File: config.mk
export PLATFORM = sky130hd
export DESIGN_NAME = cfg_port_bridge
export DESIGN_NICKNAME = d
export VERILOG_FILES = /design/src/rtl/cfg_bridge_pkg.sv /design/src/rtl/cfg_sel_reg.sv /design/src/rtl/cfg_lane_enc.sv /design/src/rtl/cfg_lane_dec.sv /design/src/rtl/cfg_xact_fsm.sv /design/src/rtl/cfg_port_bridge.sv
export SDC_FILE = /design/constraint.sdc
export NUM_CORES = 1
export LEC_CHECK = 0
export BUFFER_PORTS_ARGS = -buffer_cell sky130_fd_sc_hd__buf_4
export CAP_MARGIN = 20
export CELL_PAD_IN_SITES_DETAIL_PLACEMENT = 2
export CELL_PAD_IN_SITES_GLOBAL_PLACEMENT = 2
export CORE_MARGIN = 8
export CORE_UTILIZATION = 31
export DETAILED_ROUTE_END_ITERATION = 10
export GPL_TIMING_DRIVEN = 0
export PLACE_DENSITY = 0.84
export SLEW_MARGIN = 40
export SYNTH_ARGS = -nofsm -noshare
export SYNTH_HDL_FRONTEND = slang
export SYNTH_SLANG_ARGS = --single-unit
File: constraint.sdc
create_clock -name clk_i -period 2.6 [get_ports clk_i]
set_input_delay 0.26 -clock clk_i [delete_from_list [all_inputs] [get_ports clk_i]]
set_output_delay 0.26 -clock clk_i [all_outputs]
set_load 0.03 [all_outputs]
File: src/rtl/cfg_bridge_pkg.sv
package cfg_bridge_pkg;

  localparam int unsigned CFG_DW  = 32;
  localparam int unsigned LANES   = CFG_DW / 8;
  localparam int unsigned OFF_W   = $clog2(LANES);

  typedef enum logic [1:0] {
    XS_IDLE = 2'd0,
    XS_BUSY = 2'd1,
    XS_DONE = 2'd2
  } xact_st_e;

  typedef struct packed {
    logic       en;
    logic [7:0] bus;
    logic [4:0] dev;
    logic [2:0] fn;
    logic [5:0] dw;
  } cfg_sel_t;

  function automatic cfg_sel_t unpack_sel(input logic [CFG_DW-1:0] w);
    cfg_sel_t s;
    s.en  = w[31];
    s.bus = w[23:16];
    s.dev = w[15:11];
    s.fn  = w[10:8];
    s.dw  = w[7:2];
    return s;
  endfunction

  function automatic logic [CFG_DW-1:0] pack_sel(input cfg_sel_t s);
    return {s.en, 7'd0, s.bus, s.dev, s.fn, s.dw, 2'b00};
  endfunction

  function automatic logic size_is_dword(input logic [1:0] sz);
    return sz[1];
  endfunction

endpackage

File: src/rtl/cfg_sel_reg.sv
module cfg_sel_reg
  import cfg_bridge_pkg::*;
(
  input  logic              clk_i,
  input  logic              rst_ni,
  input  logic              wr_i,
  input  logic [CFG_DW-1:0] wdata_i,
  output cfg_sel_t          sel_o,
  output logic [CFG_DW-1:0] rdback_o
);

  cfg_sel_t sel_q;

  always_ff @(posedge clk_i or negedge rst_ni) begin
    if (!rst_ni)   sel_q <= '0;
    else if (wr_i) sel_q <= unpack_sel(wdata_i);
  end

  assign sel_o    = sel_q;
  assign rdback_o = pack_sel(sel_q);

  // reserved selector bits are discarded
  logic unused_rsvd;
  assign unused_rsvd = ^{wdata_i[30:24], wdata_i[1:0]};


  sel_latch_chk: assert property (@(posedge clk_i) disable iff (!rst_ni)
    wr_i |=> (rdback_o[23:2] == $past(wdata_i[23:2])) && (rdback_o[31] == $past(wdata_i[31])));

endmodule

File: src/rtl/cfg_lane_enc.sv
module cfg_lane_enc
  import cfg_bridge_pkg::*;
(
  input  logic [1:0]        size_i,
  input  logic [OFF_W-1:0]  off_i,
  input  logic [CFG_DW-1:0] host_wdata_i,
  output logic [LANES-1:0]  be_o,
  output logic [CFG_DW-1:0] bus_wdata_o
);

  localparam logic [LANES-1:0] ONE_LANE = LANES'(1);
  localparam logic [LANES-1:0] TWO_LANE = LANES'(3);

  logic [OFF_W-1:0] sh;

  always_comb begin
    sh = size_is_dword(size_i) ? '0 : off_i;
    unique case (size_i)
      2'd0:    be_o = ONE_LANE << sh;
      2'd1:    be_o = TWO_LANE << sh;
      default: be_o = '1;
    endcase
    bus_wdata_o = host_wdata_i << {sh, 3'b000};
  end

endmodule

File: src/rtl/cfg_lane_dec.sv
module cfg_lane_dec
  import cfg_bridge_pkg::*;
(
  input  logic [1:0]        size_i,
  input  logic [OFF_W-1:0]  off_i,
  input  logic [CFG_DW-1:0] bus_rdata_i,
  output logic [CFG_DW-1:0] host_rdata_o
);

  logic [OFF_W-1:0]  sh;
  logic [CFG_DW-1:0] shifted;

  assign sh      = size_is_dword(size_i) ? '0 : off_i;
  assign shifted = bus_rdata_i >> {sh, 3'b000};

  for (genvar l = 0; l < LANES; l++) begin : g_lane
    logic keep;
    assign keep = size_is_dword(size_i) || (l == 0) || ((size_i == 2'd1) && (l == 1));
    assign host_rdata_o[8*l +: 8] = keep ? shifted[8*l +: 8] : 8'h00;
  end

endmodule

File: src/rtl/cfg_xact_fsm.sv
module cfg_xact_fsm
  import cfg_bridge_pkg::*;
#(
  parameter int unsigned TMO_CYCLES = 64
) (
  input  logic              clk_i,
  input  logic              rst_ni,
  input  logic              start_bus_i,
  input  logic              start_local_i,
  input  logic [CFG_DW-1:0] local_rdata_i,
  input  logic              bus_ack_i,
  input  logic [CFG_DW-1:0] bus_rdata_i,
  output logic              idle_o,
  output logic              bus_req_o,
  output logic              ready_o,
  output logic [CFG_DW-1:0] rdata_o
);

  localparam int unsigned     CNT_W    = $clog2(TMO_CYCLES + 1);
  localparam logic [CNT_W-1:0] CNT_LAST = CNT_W'(TMO_CYCLES - 1);

  xact_st_e          st_q;
  logic [CNT_W-1:0]  cnt_q;
  logic              req_q;
  logic [CFG_DW-1:0] rdata_q;

  always_ff @(posedge clk_i or negedge rst_ni) begin
    if (!rst_ni) begin
      st_q    <= XS_IDLE;
      cnt_q   <= '0;
      req_q   <= 1'b0;
      rdata_q <= '0;
    end else begin
      unique case (st_q)
        XS_IDLE: begin
          cnt_q <= '0;
          if (start_bus_i) begin
            st_q  <= XS_BUSY;
            req_q <= 1'b1;
          end else if (start_local_i) begin
            st_q    <= XS_DONE;
            rdata_q <= local_rdata_i;
          end
        end
        XS_BUSY: begin
          if (bus_ack_i) begin
            st_q    <= XS_DONE;
            req_q   <= 1'b0;
            rdata_q <= bus_rdata_i;
          end else if (cnt_q == CNT_LAST) begin
            st_q    <= XS_DONE;
            req_q   <= 1'b0;
            rdata_q <= '1;
          end else begin
            cnt_q <= cnt_q + 1'b1;
          end
        end
        default: st_q <= XS_IDLE;
      endcase
    end
  end

  assign idle_o    = (st_q == XS_IDLE);
  assign bus_req_o = req_q;
  assign ready_o   = (st_q == XS_DONE);
  assign rdata_o   = rdata_q;


  ready_pulse_chk: assert property (@(posedge clk_i) disable iff (!rst_ni)
    ready_o |=> !ready_o);


  req_ends_done_chk: assert property (@(posedge clk_i) disable iff (!rst_ni)
    $fell(bus_req_o) |-> ready_o);


  tmo_ones_chk: assert property (@(posedge clk_i) disable iff (!rst_ni)
    ($fell(bus_req_o) && !$past(bus_ack_i)) |-> (rdata_o == '1));

endmodule

File: src/rtl/cfg_port_bridge.sv
module cfg_port_bridge
  import cfg_bridge_pkg::*;
#(
  parameter int unsigned IO_AW      = 16,
  parameter int unsigned ADDR_PORT  = 32'h0CF8,
  parameter int unsigned DATA_PORT  = 32'h0CFC,
  parameter int unsigned TMO_CYCLES = 64
) (
  input  logic             clk_i,
  input  logic             rst_ni,
  input  logic             io_req_i,
  input  logic             io_we_i,
  input  logic [IO_AW-1:0] io_addr_i,
  input  logic [1:0]       io_size_i,
  input  logic [31:0]      io_wdata_i,
  output logic             io_ready_o,
  output logic [31:0]      io_rdata_o,
  output logic             cfg_req_o,
  output logic             cfg_we_o,
  output logic             cfg_type1_o,
  output logic [7:0]       cfg_bus_o,
  output logic [7:0]       cfg_devfn_o,
  output logic [7:0]       cfg_reg_o,
  output logic [3:0]       cfg_be_o,
  output logic [31:0]      cfg_wdata_o,
  input  logic             cfg_ack_i,
  input  logic [31:0]      cfg_rdata_i
);

  localparam logic [IO_AW-1:0] ADDR_P = ADDR_PORT[IO_AW-1:0];
  localparam logic [IO_AW-1:0] DATA_P = DATA_PORT[IO_AW-1:0];

  cfg_sel_t          sel;
  logic [CFG_DW-1:0] sel_rdback;
  logic              idle;
  logic              hit_addr, hit_data;
  logic              start_bus, start_local, sel_wr;
  logic [CFG_DW-1:0] local_rdata;
  logic [LANES-1:0]  be_d;
  logic [CFG_DW-1:0] wdata_d;
  logic [CFG_DW-1:0] rdata_dec;

  logic              we_q;
  logic [LANES-1:0]  be_q;
  logic [CFG_DW-1:0] wdata_q;
  logic [1:0]        size_q;
  logic [OFF_W-1:0]  off_q;

  // port decode
  assign hit_addr = (io_addr_i[IO_AW-1:2] == ADDR_P[IO_AW-1:2]) && size_is_dword(io_size_i);
  assign hit_data = (io_addr_i[IO_AW-1:2] == DATA_P[IO_AW-1:2]);

  assign start_bus   = io_req_i && idle && hit_data && sel.en;
  assign start_local = io_req_i && idle && !start_bus;
  assign sel_wr      = io_req_i && idle && hit_addr && io_we_i;
  assign local_rdata = (hit_addr && !io_we_i) ? sel_rdback : '1;

  cfg_sel_reg u_sel (
    .clk_i    (clk_i),
    .rst_ni   (rst_ni),
    .wr_i     (sel_wr),
    .wdata_i  (io_wdata_i),
    .sel_o    (sel),
    .rdback_o (sel_rdback)
  );

  cfg_lane_enc u_enc (
    .size_i       (io_size_i),
    .off_i        (io_addr_i[OFF_W-1:0]),
    .host_wdata_i (io_wdata_i),
    .be_o         (be_d),
    .bus_wdata_o  (wdata_d)
  );

  // capture request attributes at issue
  always_ff @(posedge clk_i or negedge rst_ni) begin
    if (!rst_ni) begin
      we_q    <= 1'b0;
      be_q    <= '0;
      wdata_q <= '0;
      size_q  <= '0;
      off_q   <= '0;
    end else if (start_bus) begin
      we_q    <= io_we_i;
      be_q    <= be_d;
      wdata_q <= wdata_d;
      size_q  <= io_size_i;
      off_q   <= io_addr_i[OFF_W-1:0];
    end
  end

  cfg_lane_dec u_dec (
    .size_i       (size_q),
    .off_i        (off_q),
    .bus_rdata_i  (cfg_rdata_i),
    .host_rdata_o (rdata_dec)
  );

  cfg_xact_fsm #(.TMO_CYCLES(TMO_CYCLES)) u_fsm (
    .clk_i         (clk_i),
    .rst_ni        (rst_ni),
    .start_bus_i   (start_bus),
    .start_local_i (start_local),
    .local_rdata_i (local_rdata),
    .bus_ack_i     (cfg_ack_i),
    .bus_rdata_i   (rdata_dec),
    .idle_o        (idle),
    .bus_req_o     (cfg_req_o),
    .ready_o       (io_ready_o),
    .rdata_o       (io_rdata_o)
  );

  assign cfg_we_o    = we_q;
  assign cfg_be_o    = be_q;
  assign cfg_wdata_o = wdata_q;
  assign cfg_bus_o   = sel.bus;
  assign cfg_devfn_o = {sel.dev, sel.fn};
  assign cfg_reg_o   = {sel.dw, 2'b00};
  assign cfg_type1_o = (sel.bus != 8'd0);


  req_gated_chk: assert property (@(posedge clk_i) disable iff (!rst_ni)
    $rose(cfg_req_o) |-> sel_rdback[31]);


  reg_align_chk: assert property (@(posedge clk_i) disable iff (!rst_ni)
    cfg_req_o |-> (cfg_reg_o[1:0] == 2'b00));


  be_nonzero_chk: assert property (@(posedge clk_i) disable iff (!rst_ni)
    cfg_req_o |-> (cfg_be_o != 4'b0000));


  req_stable_chk: assert property (@(posedge clk_i) disable iff (!rst_ni)
    (cfg_req_o && $past(cfg_req_o) && !$past(cfg_ack_i))
      |-> ($stable(cfg_be_o) && $stable(cfg_wdata_o) && $stable(cfg_we_o) && $stable(cfg_bus_o)));

endmodule

* Word-level counts from Yosys, hierarchy flattened
Index checks and enable logic that the tools add are counted.
** Operators by class
- Equal/unequal tests :: 14
- Mux-type cells :: 24
- Add/subtract/negate cells :: 1
- Shift operators :: 4
- Reduce and logical (&&, ||, !) cells :: 19
** Operators with widths (number)
- 32-bit two-way mux :: 5
- 32-bit case mux with 2 select lines :: 1
- 32-bit by 5-bit << shifter with 32-bit output :: 1
- 32-bit by 5-bit right shift with 32-bit output :: 1
- 14-bit by 10-bit equality test with 1-bit output, second input constant :: 2
- 8-bit two-way mux :: 3
- 7-bit two-way mux :: 2
- 7-bit case mux with 2 select lines :: 1
- 2-bit two-way mux :: 6
- 1-bit logical AND :: 8
- 4-bit case mux with 2 select lines :: 1
- 8-bit nonzero test :: 1
- 7-bit by 1-bit adder with 7-bit output, second input constant :: 1
- 7-bit by 6-bit equality test with 1-bit output, second input constant :: 1
- 2-bit by 1-bit equality test with 1-bit output, second input constant :: 3
- 2-bit != test, second input constant :: 3
- 3-bit AND reduction :: 2
- 2-bit logical NOT :: 2
- 2-bit by 1-bit != test with 1-bit output, second input constant :: 2
- 2-bit case mux with 2 select lines :: 1
- 4-bit AND reduction :: 1
- 1-bit by 2-bit << shifter with 4-bit output, first input constant :: 1
- 2-bit by 2-bit << shifter with 4-bit output, first input constant :: 1
- 1-bit two-way mux :: 3
- other kinds (8) :: 9
** Word-level totals
- Output and inout bits :: 96
- Register bits after elaboration :: 106

* Depth between registers and ports, before layout
- Word-level depth :: 9
- Mapped depth :: 8
- Gate-level depth less buffers :: 6

* Modules after synthesis
From an unflattened synthesis, not the netlist that was laid out.
** Second synthesis, totals
- Cell total of the unflattened synthesis :: 591
- Area total of the unflattened synthesis :: 6526.3 µm²
** By module, submodules not included
- cfg_xact_fsm :: instances 1, cells each 229, area each 2426.1 µm²
- cfg_port_bridge :: instances 1, cells each 140, area each 1885.6 µm²
- cfg_sel_reg :: instances 1, cells each 81, area each 1101.1 µm²
- cfg_lane_enc :: instances 1, cells each 74, area each 609.3 µm²
- cfg_lane_dec :: instances 1, cells each 67, area each 504.2 µm²

* Worst setup path after synthesis
No wires, ideal clock.
- Path type :: register to register
- Start :: register u_fsm.cnt_q[0]
- End :: register u_fsm.rdata_q[22] (netlist: u_fsm.rdata_o[22])
- Data arrival time :: 1.825 ns
- Period minus slack after synthesis :: 1.917 ns
- Setup slack :: 0.683 ns
- Data required time :: 2.508 ns
- Stages on the path, launching flop included :: 9
- Buffers on the path :: 2
- Library setup time :: 0.092 ns
- Path through :: dfrtp_1 -> ha_1 -> and2_2 -> a31oi_4 -> a211o_1 -> or2_1 -> buf_6 -> buf_6 -> o31ai_2
** On the way
- Cells in the longest elaborated chain, start to end :: 3
** RTL lines
- start: declaration :: RTL line cfg_xact_fsm.sv:23 : logic [CNT_W-1:0] cnt_q;
- start signal: assignment :: RTL line cfg_xact_fsm.sv:55 : cnt_q <= cnt_q + 1'b1;
- 7-bit by 6-bit equality test with 1-bit output :: RTL line cfg_xact_fsm.sv:50 : end else if (cnt_q == CNT_LAST) begin
- 3-bit by 2-bit != test with 1-bit output (no source line)
- 4-bit AND reduction (no source line)
- end signal: assignment :: RTL line cfg_xact_fsm.sv:42 : rdata_q <= local_rdata_i;
- end signal: assignment :: RTL line cfg_xact_fsm.sv:49 : rdata_q <= bus_rdata_i;
- end: declaration :: RTL line cfg_xact_fsm.sv:25 : logic [CFG_DW-1:0] rdata_q;
Every way passes these cells.
A chain may end at the register's enable or synchronous reset.

* Worst setup path after layout
- Start :: register u_fsm.st_q[0]
- End :: register u_fsm.rdata_q[17] (netlist: u_fsm.rdata_o[17])
** On the way
- Cells in the longest elaborated chain, start to end :: 8
- Elaborated cells on any way between the ends :: 13
- Classes of those cells :: 4 x eq/ne; 1 x mux; 8 x reduce/logical
** RTL lines
- start: declaration :: RTL line cfg_xact_fsm.sv:22 : xact_st_e st_q;
- start signal: assignment :: RTL line cfg_xact_fsm.sv:29 : st_q <= XS_IDLE;
- start signal: assignment :: RTL line cfg_xact_fsm.sv:38 : st_q <= XS_BUSY;
- start signal: assignment :: RTL line cfg_xact_fsm.sv:41 : st_q <= XS_DONE;
- 2-bit logical NOT :: RTL line cfg_xact_fsm.sv:34, cfg_xact_fsm.sv:63
- 1-bit logical AND :: RTL line cfg_port_bridge.sv:53, cfg_port_bridge.sv:54
- 1-bit logical AND (2 in series) :: RTL line cfg_port_bridge.sv:53 : assign start_bus = io_req_i && idle && hit_data && sel.en;
- 1-bit logical NOT :: RTL line cfg_port_bridge.sv:54 : assign start_local = io_req_i && idle && !start_bus;
- 1-bit logical AND :: RTL line cfg_port_bridge.sv:54
- 2-bit by 1-bit != test with 1-bit output (no source line)
- 4-bit AND reduction (no source line)
Several ways; a longest one is shown, not always the timed one.

==> flow_metrics.py <==
metrics = {
    "die": {
        "top_level_ports": 183,
        "die_w_um": 151,
        "initial_utilization": 0.315,
        "num_rows": 49,
        "chipHeight_um": 151,
        "area_of_the_die_mm2": 0.0228,
        "core_area_mm2": 0.0180,
    },
    "finish": {
        "multiInputGateArea_mm2": 0.00263,
        "mostFrequentLayoutCell": "buf_4",
        "num-nets-final": 834,
        "drive_above_1_share": 0.422,
        "num_antenna_cells": 0,
        "layout-area-overhead-vs-synth_pct": 35.5,
        "fillerInstances": 1937,
        "final_cell_mix": "buf_4, dfrtp_1, a21oi_1, mux2_2",
        "storage_element_area_mm2": 0.00265,
    },
    "global_routing": {
        "first_pass_grt_wire_length_um": 37200,
        "top_usage_layer": "met2",
        "gr-usage-all-layers": 0.218,
        "grt_remaining_overflow": 0,
        "grt_pass1_vias": 6104,
        "globalRouteMet3Util": 0.0577,
        "global_route.usage.met1": 0.251,
        "grt_start_max_net_pins": 107,
        "grt_antenna_before_repair": 0,
        "groute.layer.met2.usage": 0.385,
    },
    "sta": {
        "finalHoldWorstSlack_ns": 0.150,
        "fin_crit_ns": 2.34,
        "final.period_utilization": 0.900,
        "drv_slew": 0,
        "timing.final.ws_setup_ns": 0.260,
        "report.final.hold_viol_count": 0,
        "worst_slew_margin_rel": 0.582,
        "timing.fmax_mhz": 427,
        "report.final.setup_viol": 0,
        "worstMarginPinSlew_ns": 0.627,
        "setup_repair_after_global_routing_missed_its_margin": "false",
        "worst_clock_skew_ns": 0.0156,
    },
    "clock_network": {
        "worst_skew_pair.late_latency_ns": 0.36,
        "cts_tree": "built",
        "tritoncts_num_sinks": 106,
        "tritoncts.num_buffers": 9,
        "path_clk_slew_ns": 0.08,
        "cts-root-to-sink-buffers": 2,
        "maximum_level_of_the_cts_h_tree": 3,
        "root_buffer": "clkbuf_16",
    },
    "logic_synthesis": {
        "post_synth_instance_area_mm2": 0.00566,
        "distinct_cells_synth": 49,
        "synth_seq_area_share": 0.469,
        "ys.warnings.count": 0,
        "synthCells": 552,
        "ys_async_sr_fraction": 1.00,
        "avg_synthesized_cell_area_um2": 10.2,
        "flip_flop_and_latch_count_after_synthesis": 106,
        "synth_edf_count": 0,
        "ys.flop_type": "dfrtp_1",
    },
    "worst_setup_path": {
        "maximum_net_fanout_on_the_critical_path": 10,
        "timing.critical_path.from": "u_fsm.st_q[0]$_DFFE_PN0P_",
        "path_delay_family": "simple AND/OR/NAND/NOR gates",
        "depth_of_the_critical_timing_path_with_buffers_and_inverters_included": 7,
        "worstReg2RegStart": "u_fsm.st_q[0]$_DFFE_PN0P_",
        "end_kind": "flop",
        "worst-endpoint-arrival_ns": 2.59,
        "element_type_at_the_critical_path_start": "flop",
        "r2r_setup_slack_ns": 0.26,
        "critical_path_buf_inv_count": 2,
        "worst-setup-path-type": "reg2reg",
        "slowest_stage": "dfrtp_1",
        "cp-endpoint": "u_fsm.rdata_o[17]$_DFFE_PN0P_",
        "cp_cell_sequence": "nor2_2 -> nand2_1 -> nor3_4 -> buf_2 -> buf_2 -> o21ai_0 -> o31ai_1",
        "cp.required_ns": 2.85,
        "rr_endpoint": "u_fsm.rdata_o[17]$_DFFE_PN0P_",
        "ff2ff_path_depth": 7,
        "crit_path_frequent_cell": "buf_2",
        "critPathMaxStageDelay_ns": 0.47,
    },
    "power_and_ir_drop": {
        "finalPower_mw": 3.81,
        "vdd_ir_drop_max_v": 0.000323,
        "power_density_mw_per_mm2": 497,
        "cellLeakagePower_nw": 3.68,
    },
    "drt": {
        "wire_length_after_detailed_routing_um": 24800,
        "final_antenna_net_count": 0,
        "detail_route.wl_per_cell_um": 25.3,
        "drt_pass1_iterations": 4,
        "route.vias.total": 5333,
        "detail_route.iter0.violations": 242,
        "drt_drc_violations_left": 0,
        "post_drt_via_cell_ratio": 5.44,
    },
    "placement": {
        "port_buffer_count": 180,
        "worst_slack_placed_ns": -0.0560,
        "place_hpwl_um": 19400,
        "place_congestion": 0.870,
    },
    "min_path": {
        "hold_path_class": "in2reg",
    },
    "run_status": {
        "outcome": "complete, no violations",
    },
    "job": {
        "cap_violations": 0,
    },
}
-- timing repair --
action | CTS | global route
resized for setup | 1 | 2
hold buffers | 1 | 0
hold endpoints to repair | 10 | 0
setup endpoints to repair | 2 | 32
setup buffers | 0 | 0
-- logic make-up after synthesis --
group / share of synthesized area
adder cells (fa/ha/maj): 0.00221
AND/OR/NAND/NOR: 0.0973
other: 0.000663
buffers and inverters: 0.0717
flip-flops: 0.469
multiplexers: 0.133
XOR/XNOR: 0.00310
AO/OA/AOI/OAI: 0.223
-- registers in the layout, indices dropped and copies added, names as in the netlist --
register         count
cfg_be_o             4
off_q                2
cfg_wdata_o         32
u_fsm.cnt_q          7
u_sel.rdback_o      23
u_fsm.st_q           2
u_fsm.bus_req_o      1
size_q               2
u_fsm.rdata_o       32
cfg_we_o             1
-- through the flow --
| step | TNS (ns) | cell area (um^2) | util | cells |
|---|---|---|---|---|
| after floorplan | 0 | 5660 | - | 553 |
| after global placement | 0 | 7300 | 0.406 | 962 |
| after detailed placement | -0.0560 | 7320 | 0.407 | 962 |
| after CTS | 0 | 7620 | 0.424 | 979 |
| after global routing | 0 | 7660 | 0.427 | 980 |
| final | 0 | 7660 | 0.427 | 980 |
-- cells in the mapped netlist (2+ instances only) --
cell	count	area [um^2]
nor4_1	2	12.5
o31ai_2	6	75.1
o22ai_1	26	163
o31ai_1	12	90.1
mux4_2	8	180
a31oi_1	3	18.8
buf_4	26	195
clkbuf_1	21	78.8
a32oi_1	8	70.1
nand2b_1	5	31.3
inv_1	8	30.0
mux2_2	48	541
mux2i_1	2	20.0
o21ai_0	41	205
a2111oi_0	2	17.5
nor2_1	42	158
a22oi_1	16	120
nand2_1	29	109
buf_6	3	33.8
or3_1	2	12.5
a21oi_1	60	300
a31o_2	8	70.1
nor3_1	2	10.0
xnor2_1	2	17.5
buf_2	12	60.1
nor2b_1	16	100
buf_1	2	7.51
nor4_2	2	25.0
dfrtp_1	106	2650
o21ai_1	12	60.1
a21o_1	2	15.0
-- how the worst min path moves through the flow --
stage                                 from                        endpoint  cells past startpoint
2_1_floorplan                       rst_ni         cfg_be_o[0]$_DFFE_PN0P_                      0
3_5_place_dp                        rst_ni      cfg_wdata_o[4]$_DFFE_PN0P_                      1
4_1_cts                     io_wdata_i[23]  u_sel.rdback_o[23]$_DFFE_PN0P_                      2
5_1_grt                     io_wdata_i[23]  u_sel.rdback_o[23]$_DFFE_PN0P_                      2
3_3_place_gp   u_fsm.bus_req_o$_DFFE_PN0P_     u_fsm.bus_req_o$_DFFE_PN0P_                      1
6_report                    io_wdata_i[23]  u_sel.rdback_o[23]$_DFFE_PN0P_                      2
-- worst register-to-register path, cell delays in order, from the launching register on --
cell and delay [ns]:
dfrtp_1 0.47, nor2_2 0.25, nand2_1 0.19, nor3_4 0.43
buf_2 0.32, buf_2 0.32, o21ai_0 0.17, o31ai_1 0.10
-- power by group --
group	internal [mW]	total [mW]	switching (mW)
Combinational	0.278	0.698	0.419
Clock	0.694	1.36	0.671
Sequential	1.71	1.75	0.0396
-- layout make-up --
type,instances,area share
Tap cell,229,0.0374
Clock inverter,5,0.00572
Clock buffer,11,0.0317
Inverter,8,0.00392
Multi-Input combinational cell,375,0.344
Buffer,64,0.0492
Timing Repair Buffer,182,0.182
Sequential cell,106,0.346
-- layer usage --
layer | vias up | routed length (um) | part of all wire
met5 | - | 0 | 0
met4 | 0 | 489 | 0.020
met3 | 27 | 1750 | 0.071
met2 | 176 | 12600 | 0.51
met1 | 2732 | 9900 | 0.40
li1 | 2398 | - | -
(Power assumes the default switching activity.)
